===== src/rtl/i2c_status_slave.sv =====
module i2c_status_slave #(
  parameter logic [6:0] DEV_ADDR = 7'h14,
  parameter int         FILT_LEN = 3
) (
  input  logic       clk,
  input  logic       rst_n,
  input  logic       scl_i,
  input  logic       sda_i,
  output logic       sda_oe,
  input  logic       core_done,
  input  logic       load_valid,
  input  logic       load_two,
  input  logic [7:0] load_d1,
  input  logic [7:0] load_d2,
  output logic       cmd_valid,
  output logic [7:0] cmd_byte,
  output logic [7:0] cmd_data,
  output logic       cmd_has_data
);
  typedef enum logic [2:0] {S_IDLE, S_ADDR, S_AACK, S_WDAT, S_WACK, S_TX, S_RACK, S_WAIT} st_t;

  logic [1:0]          scl_s, sda_s;
  logic [FILT_LEN-1:0] scl_h, sda_h;
  logic                scl_f, sda_f, scl_d, sda_d;

  always_ff @(posedge clk or negedge rst_n)
    if (!rst_n) begin
      scl_s <= '1; sda_s <= '1; scl_h <= '1; sda_h <= '1;
      scl_f <= 1'b1; sda_f <= 1'b1; scl_d <= 1'b1; sda_d <= 1'b1;
    end else begin
      scl_s <= {scl_s[0], scl_i};
      sda_s <= {sda_s[0], sda_i};
      scl_h <= {scl_h[FILT_LEN-2:0], scl_s[1]};
      sda_h <= {sda_h[FILT_LEN-2:0], sda_s[1]};
      if (&scl_h) scl_f <= 1'b1; else if (~|scl_h) scl_f <= 1'b0;
      if (&sda_h) sda_f <= 1'b1; else if (~|sda_h) sda_f <= 1'b0;
      scl_d <= scl_f;
      sda_d <= sda_f;
    end

  wire scl_rise = scl_f & ~scl_d;
  wire scl_fall = ~scl_f & scl_d;
  wire start_c  = scl_f & scl_d & sda_d & ~sda_f;
  wire stop_c   = scl_f & scl_d & ~sda_d & sda_f;

  st_t        st;
  logic [7:0] shreg, cmd_q, dat_q, d1, d2;
  logic [3:0] bcnt;
  logic [1:0] wcnt, bidx;
  logic       is_read, ack_m, rdy, dav, two;

  wire [7:0] status   = {rdy, dav, two, 5'b0};
  wire [1:0] last_idx = two ? 2'd2 : 2'd1;
  wire [1:0] nidx     = (bidx == 2'd3) ? 2'd3 : bidx + 2'd1;
  wire [7:0] next_b   = (nidx == 2'd1 && dav) ? d1 :
                        (nidx == 2'd2 && dav && two) ? d2 : 8'hFF;

  always_ff @(posedge clk or negedge rst_n)
    if (!rst_n) begin
      st <= S_IDLE; shreg <= '0; cmd_q <= '0; dat_q <= '0; d1 <= '0; d2 <= '0;
      bcnt <= '0; wcnt <= '0; bidx <= '0; is_read <= 1'b0; ack_m <= 1'b0;
      rdy <= 1'b1; dav <= 1'b0; two <= 1'b0; sda_oe <= 1'b0;
      cmd_valid <= 1'b0; cmd_byte <= '0; cmd_data <= '0; cmd_has_data <= 1'b0;
    end else begin
      cmd_valid <= 1'b0;
      if (core_done) rdy <= 1'b1;
      if (load_valid) begin
        dav <= 1'b1; two <= load_two; d1 <= load_d1; d2 <= load_d2;
      end
      if (start_c || stop_c) begin
        if (wcnt != 2'd0) begin
          cmd_valid    <= 1'b1;
          cmd_byte     <= cmd_q;
          cmd_data     <= dat_q;
          cmd_has_data <= (wcnt == 2'd2);
        end
        st     <= start_c ? S_ADDR : S_IDLE;
        bcnt   <= '0;
        wcnt   <= '0;
        sda_oe <= 1'b0;
      end else begin
        case (st)
          S_ADDR: begin
            if (scl_rise) begin
              shreg <= {shreg[6:0], sda_f};
              bcnt  <= bcnt + 4'd1;
            end else if (scl_fall && bcnt == 4'd8) begin
              bcnt <= '0;
              if (shreg[7:1] == DEV_ADDR) begin
                sda_oe  <= 1'b1;
                is_read <= shreg[0];
                st      <= S_AACK;
              end else st <= S_IDLE;
            end
          end
          S_AACK: if (scl_fall) begin
            bcnt <= '0;
            if (is_read) begin
              bidx   <= '0;
              shreg  <= status;
              sda_oe <= ~status[7];
              st     <= S_TX;
            end else begin
              sda_oe <= 1'b0;
              st     <= S_WDAT;
            end
          end
          S_WDAT: begin
            if (scl_rise) begin
              shreg <= {shreg[6:0], sda_f};
              bcnt  <= bcnt + 4'd1;
            end else if (scl_fall && bcnt == 4'd8) begin
              bcnt <= '0;
              if (wcnt != 2'd2) begin
                sda_oe <= 1'b1;
                wcnt   <= wcnt + 2'd1;
                st     <= S_WACK;
                if (wcnt == 2'd0) begin
                  cmd_q <= shreg;
                  rdy   <= 1'b0;
                end else dat_q <= shreg;
              end else st <= S_IDLE;
            end
          end
          S_WACK: if (scl_fall) begin
            sda_oe <= 1'b0;
            st     <= S_WDAT;
          end
          S_TX: begin
            if (scl_rise) bcnt <= bcnt + 4'd1;
            else if (scl_fall) begin
              if (bcnt == 4'd8) begin
                sda_oe <= 1'b0;
                st     <= S_RACK;
                if (bidx != 2'd0 && dav && bidx == last_idx) begin
                  dav <= 1'b0;
                  two <= 1'b0;
                end
              end else begin
                shreg  <= {shreg[6:0], 1'b0};
                sda_oe <= ~shreg[6];
              end
            end
          end
          S_RACK: begin
            if (scl_rise) ack_m <= ~sda_f;
            else if (scl_fall) begin
              if (ack_m) begin
                bidx   <= nidx;
                shreg  <= next_b;
                sda_oe <= ~next_b[7];
                bcnt   <= '0;
                st     <= S_TX;
              end else st <= S_WAIT;
            end
          end
          default: ;
        endcase
      end
    end

  assert_cmd_pulse_R2: assert property (@(posedge clk) disable iff (!rst_n)
    cmd_valid |=> !cmd_valid);
  assert_ready_low_at_cmd_R5: assert property (@(posedge clk) disable iff (!rst_n)
    cmd_valid |-> !rdy);
  assert_load_sets_dav_R6: assert property (@(posedge clk) disable iff (!rst_n)
    load_valid |=> dav);
  assert_no_spurious_dav_R8: assert property (@(posedge clk) disable iff (!rst_n)
    (!dav && !load_valid) |=> !dav);
  assert_release_after_nack_R9: assert property (@(posedge clk) disable iff (!rst_n)
    (st == S_WAIT) |-> !sda_oe);
  assert_sda_moves_scl_low_R12: assert property (@(posedge clk) disable iff (!rst_n)
    !$stable(sda_oe) |-> !scl_f);
endmodule


===== config.mk =====
export PLATFORM = sky130hd
export DESIGN_NAME = i2c_status_slave
export DESIGN_NICKNAME = d
export VERILOG_FILES = /design/src/rtl/i2c_status_slave.sv
export SDC_FILE = /design/constraint.sdc
export NUM_CORES = 1
export LEC_CHECK = 0
export BUFFER_PORTS_ARGS = -buffer_cell sky130_fd_sc_hd__buf_2
export CAP_MARGIN = 20
export CORE_MARGIN = 5
export CORE_UTILIZATION = 58
export CTS_CLUSTER_DIAMETER = 200
export DETAILED_ROUTE_END_ITERATION = 10
export GPL_ROUTABILITY_DRIVEN = 0
export HOLD_SLACK_MARGIN = 0.03
export MAX_ROUTING_LAYER = met4
export PLACE_DENSITY_LB_ADDON = 0.25
export REMOVE_ABC_BUFFERS = 1
export SLEW_MARGIN = 40
export SYNTH_ARGS = -nofsm -noshare
export SYNTH_HDL_FRONTEND = slang
export SYNTH_SLANG_ARGS = --single-unit

===== constraint.sdc =====
create_clock -name clk -period 2.18 [get_ports clk]
set_input_delay 0 -clock clk [delete_from_list [all_inputs] [get_ports clk]]
set_output_delay 0 -clock clk [all_outputs]
set_load 0.1 [all_outputs]

==> metrics.md <==
| Metric | Value |
|---|---|
| Drt wl/cell | 16.8 µm |
| Clock Power Share | roughly 31% |
| DR vias | 2780 |
| Power Internal | 2550 µW |
| Die width | a little over 90 µm |
| Critical path origin | bcnt[0] |
| Hold Path Origin | load_valid |
| Post-synthesis sequential area ratio | 56.7% |
| Sequential Power Share | 52.7% |
| Tot Pwr | 3580 µW |
| Total track usage | 21.2% |
| Sw Ratio | 28.6% |
| Row count | 30 |
| Slew headroom | 59.6% |
| Period utilisation layout | 91.6% |
| Remaining DRCs | 0 |
| Yosys warns | 0 |
| RSZ-0062 raised after global routing | false |
| Share of cells above drive strength 1 | 36.5% |
| Largest net degree at the start of global routing | 50 |
| Antenna Violating Nets Remaining | 0 |
| Critical Path RT | 2.43 ns |
| Final number of setup-violating endpoints | 0 |
| Initial DRC count | about 160 |
| First-pass GRT wire length | 14000 µm |
| Worst vdd ir | 0.000401 V |
| I/O pin cnt | 42 |
| Syn Area/Cell | 12.2 µm² |
| Clock Latency Late Sink | 0.37 ns |
| Grt ovf | 0 |
| Reg-to-Reg Start | bcnt[0] |
| Area contributors post-synth | dfrtp_1 (47%), mux2_2 (16%), dfstp_2 (9.9%) |
| CTS tree | yes |
| Die Ht | 92.7 µm |
| Clk root buf | clkbuf_8 |
| Crit path max fanout | 9 |
| Power Density | 760 nW/µm² |
| Worst setup SP type | flop |
| Outcome | complete, no violations |
| Setup TNS | 0 ns |
| CP Class | flop to flop |
| CTS max path bufs | 2 |
| Vias in the first global route | 2787 |
| Clock sinks | 89 |
| HP Class | input pin to flop |
| Core box area | 6720 µm² |
| Max Cap Violations | 0 |
| Vias per cell | 5.79 |
| Commonest non-fill, non-tap cell in the layout | dfrtp_1 |
| Antenna cell count | 0 |
| Cells after synthesis | ~330 |
| Post-synth EDFFs | 0 |
| Synth async-reset ratio | 100% |
| Initial antenna violation count | 0 |
| Distinct cells, synth | 48 |
| Synth Register Bits | 89 |
| Worst-Margin Slew | 0.605 ns |
| Slew Limit Fails | 0 |
| Placed Cells | 444 |
| Comb power frac | 16.0% |
| Post-Layout Cell Count | between 400 and 500 |
| Clock-pin slew on the worst setup and hold paths | approximately 0.090 ns |
| Setup crit end kind | flop |
| Port Buffer Count | 41 |
| Syn Std Cell Area | 3960 µm² |
| Worst EP arrival | about 2.2 ns |
| DIE AREA | 8590 µm² |
| Starting Density | 59.0% |
| Fmax | 501 MHz |
| H-tree levels | 3 |
| Primary FF master, synth | dfrtp_1 |
| Final net count | 423 |
| Pleak | 0.00220 µW |
| Final Critical Period | 2.00 ns |
| Routed wire length | 8080 µm |
| First-pass DRT Iterations | 4 |
| Post-synth top area cell | dfrtp_1 |
| Fin. Hold Viols | 0 |
| Switching power | 1020 µW |
| Fin Clk Skew | around 0.017 ns |
| Num CTS Buffers | 9 |
| Yosys top cell area share | a little under half |
| Util after Layout | 70.0% |
| HPWL after detailed placement | 5380 µm |
| Most frequent cells in the layout | dfrtp_1 (74), mux2_2 (58), buf_2 (40) |
| Area Growth Syn to Fin | 18.7% |
[state kept, by name, indices dropped and copies added, names as in the netlist, 4 cells and up]
| signal | flops |
|---|---|
| d1 | 8 |
| cmd_q | 8 |
| cmd_byte | 8 |
| bcnt | 4 |
| dat_q | 8 |
| cmd_data | 8 |
| shreg | 8 |
| d2 | 8 |
[worst max-delay path, cell delays in order (launching register included)]
cell and delay [ns]:
dfrtp_1 0.41, inv_1 0.09, ha_1 0.16, nand3b_1 0.12, nor2_2 0.16, nand4b_2 0.20
or2_1 0.42, mux2_2 0.33
[routing by layer]
| metal | GRT usage (%) | part of all wire (%) | wire (µm) | vias to the layer above |
|---|---|---|---|---|
| met5 | - | 0 | 0 | - |
| met4 | 8.18 | 2.1 | 173 | 0 |
| met3 | 3.74 | 4.1 | 335 | 18 |
| met2 | 33.3 | 49 | 3990 | 73 |
| met1 | 27.9 | 44 | 3580 | 1371 |
| li1 | - | - | - | 1318 |
[power groups by stage]
stage	clock network, µW	logic, µW	registers, µW
finish	1120	573	1880
detailed placement	0	537	1910
floorplan	0	289	1950
global route	1220	628	1900
CTS	1140	570	1880
global placement	0	532	1910
[stage by stage]
stage,hold slack [ns],worst slack [ns],cell area (µm²)
2_1_floorplan,-0.296,0.207,3890
3_3_place_gp,0.00920,0.206,4300
3_5_place_dp,0.00850,0.176,4300
4_1_cts,0.111,0.151,4700
5_1_grt,0.125,0.0440,4700
6_report,0.112,0.182,4700
[cell usage after synthesis, drive strengths merged (2+ instances only)]
cell     count
dfrtp       74
mux2        58
o21ai       21
a21oi       19
nand2       19
dfstp       15
nor2        15
o22ai       13
inv         11
nand2b       8
nand3        7
buf          6
clkbuf       6
nand3b       6
nor2b        5
and3         4
ha           4
nor3         4
a211oi       3
mux2i        3
o2bb2ai      2
or2          2
[cell type report]
type	count	area [µm²]
Fill cell	465	2010
Timing Repair Buffer	72	518
Clock inverter	6	67.6
Clock buffer	9	124
Tap cell	80	100
Sequential cell	89	2250
Multi-Input combinational cell	213	1610
Inverter	11	41.3
[timing repair]
item,in CTS,in global routing
hold buffers,21,0
hold endpoints to repair,60,0
endpoints found under the setup margin,0,1
gates resized for setup,0,1
setup buffers,0,0
[cells by family after synthesis]
group	Yosys count	share of synthesized area, %
flops	89	56.7
fa+ha+maj	4	1.26
compound gates	70	10.6
mux	61	17.2
simple gates	77	11.1
xor+xnor	1	0.221
buf+inv	23	2.90
[final timing paths]
| path | slack (ns) | cells after the start | to |
|---|---|---|---|
| max | 0.18 | 7 | cmd_q[6] |
| min | 0.11 | 3 | dav |
| max reg2reg | 0.18 | 7 | cmd_q[6] |
| min reg2reg | 0.36 | 0 | sda_s[1] |
| max in group asynchronous | 1.34 | 3 | rdy |
| min in group asynchronous | 0.16 | 2 | bcnt[2] |
No activity file was read; power rests on OpenSTA's default activity.
